File: src/rtl/csel_pkg.sv
package csel_pkg;
  // Default geometry of the adder
  localparam int unsigned DEF_WIDTH = 16;
  localparam int unsigned DEF_GROUP = 4;

  // Number of groups for a given width and group size
  function automatic int unsigned group_count(input int unsigned width,
                                              input int unsigned gsize);
    return (width + gsize - 1) / gsize;
  endfunction
endpackage

File: src/rtl/csel_rca_group.sv
// One group-wide ripple adder: P/G first, then the carry chain, then the sums.
module csel_rca_group #(
  parameter int unsigned GW = 4
) (
  input  logic [GW-1:0] a,
  input  logic [GW-1:0] b,
  input  logic          ci,
  output logic [GW-1:0] s,
  output logic          co
);
  logic [GW-1:0] prop;
  logic [GW-1:0] gen;
  logic [GW:0]   chain;

  assign prop     = a ^ b;
  assign gen      = a & b;
  assign chain[0] = ci;

  for (genvar i = 0; i < GW; i++) begin : g_bit
    assign chain[i+1] = gen[i] | (prop[i] & chain[i]);
  end

  assign s  = prop ^ chain[GW-1:0];
  assign co = chain[GW];
endmodule

File: src/rtl/csel_spec_group.sv
// Speculative group: two adders for an assumed carry of 0 and of 1, then a
// selector driven by the real incoming carry. The same select picks the sum
// bits and the carry-out.
module csel_spec_group #(
  parameter int unsigned GW = 4
) (
  input  logic [GW-1:0] a,
  input  logic [GW-1:0] b,
  input  logic          sel,
  output logic [GW-1:0] s,
  output logic          co
);
  logic [GW-1:0] sum_if0, sum_if1;
  logic          co_if0, co_if1;

  csel_rca_group #(.GW(GW)) u_assume0 (
    .a(a), .b(b), .ci(1'b0), .s(sum_if0), .co(co_if0)
  );

  csel_rca_group #(.GW(GW)) u_assume1 (
    .a(a), .b(b), .ci(1'b1), .s(sum_if1), .co(co_if1)
  );

  always_comb begin
    if (sel) begin
      s  = sum_if1;
      co = co_if1;
    end else begin
      s  = sum_if0;
      co = co_if0;
    end
  end
endmodule

File: src/rtl/carry_select_adder.sv
// Carry-select adder with registered outputs. WIDTH must be a multiple of GROUP.
module carry_select_adder
  import csel_pkg::*;
#(
  parameter int unsigned WIDTH = DEF_WIDTH,
  parameter int unsigned GROUP = DEF_GROUP
) (
  input  logic             clk,
  input  logic             rst,
  input  logic [WIDTH-1:0] op_a,
  input  logic [WIDTH-1:0] op_b,
  input  logic             cin,
  output logic [WIDTH-1:0] sum_q,
  output logic             cout_q
);
  localparam int unsigned NGRP = group_count(WIDTH, GROUP);

  logic [NGRP:0]    gcarry;
  logic [WIDTH-1:0] sum_d;

  assign gcarry[0] = cin;

  for (genvar g = 0; g < NGRP; g++) begin : g_grp
    if (g == 0) begin : g_base
      csel_rca_group #(.GW(GROUP)) u_base (
        .a (op_a[GROUP-1:0]),
        .b (op_b[GROUP-1:0]),
        .ci(gcarry[0]),
        .s (sum_d[GROUP-1:0]),
        .co(gcarry[1])
      );
    end else begin : g_spec
      csel_spec_group #(.GW(GROUP)) u_spec (
        .a  (op_a[g*GROUP +: GROUP]),
        .b  (op_b[g*GROUP +: GROUP]),
        .sel(gcarry[g]),
        .s  (sum_d[g*GROUP +: GROUP]),
        .co (gcarry[g+1])
      );
    end
  end

  always_ff @(posedge clk) begin
    if (rst) begin
      sum_q  <= '0;
      cout_q <= 1'b0;
    end else begin
      sum_q  <= sum_d;
      cout_q <= gcarry[NGRP];
    end
  end
endmodule

File: config.mk
export PLATFORM = sky130hd
export DESIGN_NAME = carry_select_adder
export DESIGN_NICKNAME = d
export VERILOG_FILES = /design/src/rtl/csel_pkg.sv /design/src/rtl/csel_rca_group.sv /design/src/rtl/csel_spec_group.sv /design/src/rtl/carry_select_adder.sv
export SDC_FILE = /design/constraint.sdc
export NUM_CORES = 1
export LEC_CHECK = 0
export ABC_AREA = 1
export BUFFER_PORTS_ARGS = -buffer_cell sky130_fd_sc_hd__buf_2
export CELL_PAD_IN_SITES_DETAIL_PLACEMENT = 1
export CELL_PAD_IN_SITES_GLOBAL_PLACEMENT = 1
export CORE_ASPECT_RATIO = 0.9
export CORE_MARGIN = 2
export CORE_UTILIZATION = 31
export DETAILED_ROUTE_END_ITERATION = 8
export GPL_TIMING_DRIVEN = 0
export PLACE_DENSITY = 0.88
export SLEW_MARGIN = 30
export SYNTH_ARGS = -nofsm -noshare
export SYNTH_HDL_FRONTEND = slang
export SYNTH_SLANG_ARGS = --single-unit
File: constraint.sdc
create_clock -name clk -period 4.95 [get_ports clk]
set_input_delay 0.2475 -clock clk [delete_from_list [all_inputs] [get_ports clk]]
set_output_delay 0.2475 -clock clk [all_outputs]
set_load 0.03 [all_outputs]
Word-level counts from Yosys, hierarchy flattened
Index checks and enable logic that the tools add are counted.
Operators by class
  mux-type cells: 6
  bitwise gates (word level): 62
Operators by type and width (count)
  4-bit bitwise XOR: 11
  1-bit bitwise OR: 25
  1-bit AND: 22
  4-bit AND: 4
  4-bit two-way mux: 3
  1-bit two-way mux: 3
Storage, ports and cells
  bits in registers: 17
  bits of input ports: 35
  output and inout bits: 17
  word-level logic and storage cells: 70

Longest topological paths before layout
  word-level depth: 12
  mapped depth: 26
  mapped depth without buffers: 26

Modules after synthesis
A second synthesis with hierarchy kept.
Unflattened totals
  cell total of the unflattened synthesis: 205
  area, all modules: 1520.2 sq um
Modules (own cells, without submodules)
  csel_rca_group: times used 7, cells an instance 14, area an instance 117.6 sq um, seq. area each 0.0 sq um
  carry_select_adder: times used 1, cells an instance 53, area an instance 494.2 sq um, seq. area each 340.3 sq um
  csel_spec_group: times used 3, cells an instance 18, area an instance 67.6 sq um, seq. area each 0.0 sq um

Least setup slack after synthesis
No wires, ideal clock.
  path kind: input-to-reg
  start: input port op_a[0]
  end: register sum_q[15]
  library setup time: 0.116 ns
  arrival time: 4.000 ns
  data required time: 4.834 ns
  path slack: 0.834 ns
  stages: 24
  path buffers: 0
  path through: inv_1 > fa_1 > inv_1 > fa_1 > fa_1 > fa_1 > nor2_1 > nand2_1 > nand3_2 > nand2_1 > fa_1 > nor2_1 > nand2_1 > nand3_2 > nand2_1 > fa_1 > inv_2 > nor2_4 > nand2_2 > nand3_2 > nand2_1 > inv_1 > fa_1 > nor2_1
On the way
  cells in the longest elaborated chain, start to end: 12
  elaborated cells on any way between the ends: 13
  classes of those cells: mux (3); bitwise (10)
Ends and longest elaborated chain
  start, declared: line carry_select_adder.sv:10  | input logic [WIDTH-1:0] op_a,
  4-bit bitwise XOR: line csel_rca_group.sv:15  | assign prop = a ^ b;
  1-bit AND: line csel_rca_group.sv:20  | assign chain[i+1] = gen[i] | (prop[i] & chain[i]);
  1-bit bitwise OR (*): line csel_rca_group.sv:20
  1-bit AND (*): line csel_rca_group.sv:20
  1-bit bitwise OR (*): line csel_rca_group.sv:20
  1-bit AND (*): line csel_rca_group.sv:20
  1-bit bitwise OR (*): line csel_rca_group.sv:20
  1-bit AND (*): line csel_rca_group.sv:20
  1-bit bitwise OR (*): line csel_rca_group.sv:20
  1-bit two-way mux (*) (2 in a row): line csel_spec_group.sv:25  | if (sel) begin
  4-bit two-way mux (*): line csel_spec_group.sv:25
  end signal, assigned: line carry_select_adder.sv:48  | sum_q <= sum_d;
  end, declared: line carry_select_adder.sv:13  | output logic [WIDTH-1:0] sum_q,
Every way passes the cells marked *; elsewhere a longest branch is shown, timed or not.
A chain may end at the register's enable or synchronous reset.

Final worst setup path
Ends and elaborated chain as after synthesis.

==> reports/summary.txt <==
Overflow after GRT = 0
vias in the first global route = 943
Placeable Area = 0.00333 mm^2
CP Launch Type = input pin
most used cell, CP = fa_1
post-layout min period = 4.27 ns
fin crit share = 86.3%
CP endpoint kind = register
Ant. Diodes = 0
Initial Utilization = 31.7%
Die Span Y = 59.4 um
post-route antenna net violation count = 0
Static Leak = 0.812 nW
measured slew at the worst slew-check pin = 0.243 ns
fin nets = 240
worst path required time = 5.08 ns
Pre-antenna DRT Iters = 2
H-tree lvl count = 1
Root Driver = clkbuf_8
initial antenna violation count = 0
max-slew violations = 0
outcome = finished clean
placed cell count = 225
IO Pins = 52
postcts setup bufs = 0
Finished Layout Cells = 229
count of mapped cells out of synthesis = 130
clock sink total = 17
Routability Congestion = 0.714
hold crit path type = in -> reg
synthesized net count = 184
TritonCTS clock tree = built
Netlist Area Pre-Place = 0.00106 mm^2
clk buf depth = 2
arrival time worst endpoint = 4.40 ns
starting DRC count in detailed routing = 27
RSZ-0062 raised after global routing = no
Mapped Avg Cell Area = 8.12 um^2
vias post-DR = 949
final setup fails = 0
final number of hold-violating endpoints = 0
Routed WL per cell = 9.67 um
Yosys cell types = 14
total track usage = 12.4%
clock slew at reported path FFs = 0.06 ns
CP max FO = 3
FP Rows = 20
sequential share of the synthesized area = 32.2%
Ys Warns = 0
cell area power density = 290 mW/mm^2
maximum clock frequency = 0.234 GHz
Post-Route WL = 2.21 mm
DIE WIDTH = 65.5 um
Yosys reg bits = 17
slowest stage delay, CP = 0.48 ns
Crit Path Category = in -> reg
die area = 0.00389 mm^2
setup TNS = 0 ns
vias per cell = 4.14
maxcap violations = 0
residual DRC count = 0
first-pass GRT wire length = 3.68 mm
cts bufs inserted = 3
CTS Hold Buffers Added = 0
commonest non-fill, non-tap cells in the layout = buf_2, inv_1, nand2_1
Post-CTS Resized = 0
most common library cell in the layout ignoring fill and taps = buf_2
DPL Wire Length = 2.02 mm
largest net degree at the start of global routing = 11
slowest CP cell = fa_1
Port Buf Inserts = 51
share of cells above drive strength 1 = 36.2%
Max VDD drop = 0.0000995 V
slew margin rel. = 83.8%
P&R area growth vs syn = 33.6%
-- worst max-delay path: cells and delay by family --
family	cells	cell delay (ns)
buf+inv	5	0.39
fa+ha+maj	7	2.76
simple gates	13	1.02
-- metal layers --
layer  wire length [um]  part of all wire, %  vias up  track usage (%)
met2               1180                   53       28             24.6
met3                 97                  4.4        2             1.90
met1                912                   41      430             13.5
li1                   -                    -      489                -
met4                 22                 0.99        0             3.57
met5                  0                    0        -                0
-- sequential cells by signal (all words and copies together) (netlist names) --
signal and flops:
sum_q 16, cout_q 1
-- synthesized netlist by cell type --
master,count,share of area (%)
ha_1,12,14
nand2_2,3,1.8
nand2_1,24,8.5
nor2_4,3,3.2
nor2_1,23,8.2
inv_2,3,1.1
a21oi_1,3,1.4
inv_1,25,8.9
buf_2,1,0.47
fa_1,7,13
dfxtp_1,17,32
xnor2_1,3,2.5
nand3_2,3,2.8
o21ai_1,3,1.4
-- path summary, 6_finish.rpt --
| check | startpoint | end | slack (ns) | cells past startpoint |
|---|---|---|---|---|
| worst max-delay path | op_a[0] | sum_q[15] | 0.68 | 25 |
| worst min-delay path | rst | sum_q[2] | 0.18 | 2 |
-- power by group --
part	total, mW	switching [mW]	internal, mW
Clock	0.0997	0.0428	0.0569
Sequential	0.159	0.00420	0.155
Combinational	0.151	0.0953	0.0553
-- logic make-up (layout without fill, tap and decap cells) --
kind of cell	Yosys count	after routing	share of synthesized area, %
buf+inv	29	84	10.4
compound gates	6	6	2.84
simple gates	56	56	24.5
fa+ha+maj	19	19	27.5
flops	17	17	32.2
xor+xnor	3	3	2.49
-- metrics by stage --
stage               hold slack [ns]  setup slack [ns]  area [um^2]  utilization (%)  power (mW)
floorplan                     0.319             0.834         1060                -       0.267
global placement              0.438             0.522         1370             41.1       0.311
detailed placement            0.443             0.373         1370             41.1       0.316
CTS                           0.183             0.632         1410             42.4       0.417
global route                  0.182             0.342         1410             42.4       0.440
finish                        0.184             0.681         1410             42.4       0.409
-- cell type report --
cell class	instances	area [um^2]
multi-input cells	84	606
repair buffers	51	255
inverters	28	105
plain buffers	1	5.00
fillers	441	1920
flip-flops and latches	17	340
well taps	44	55.1
clock buffers	4	45.0
(Power assumes the default switching activity.)
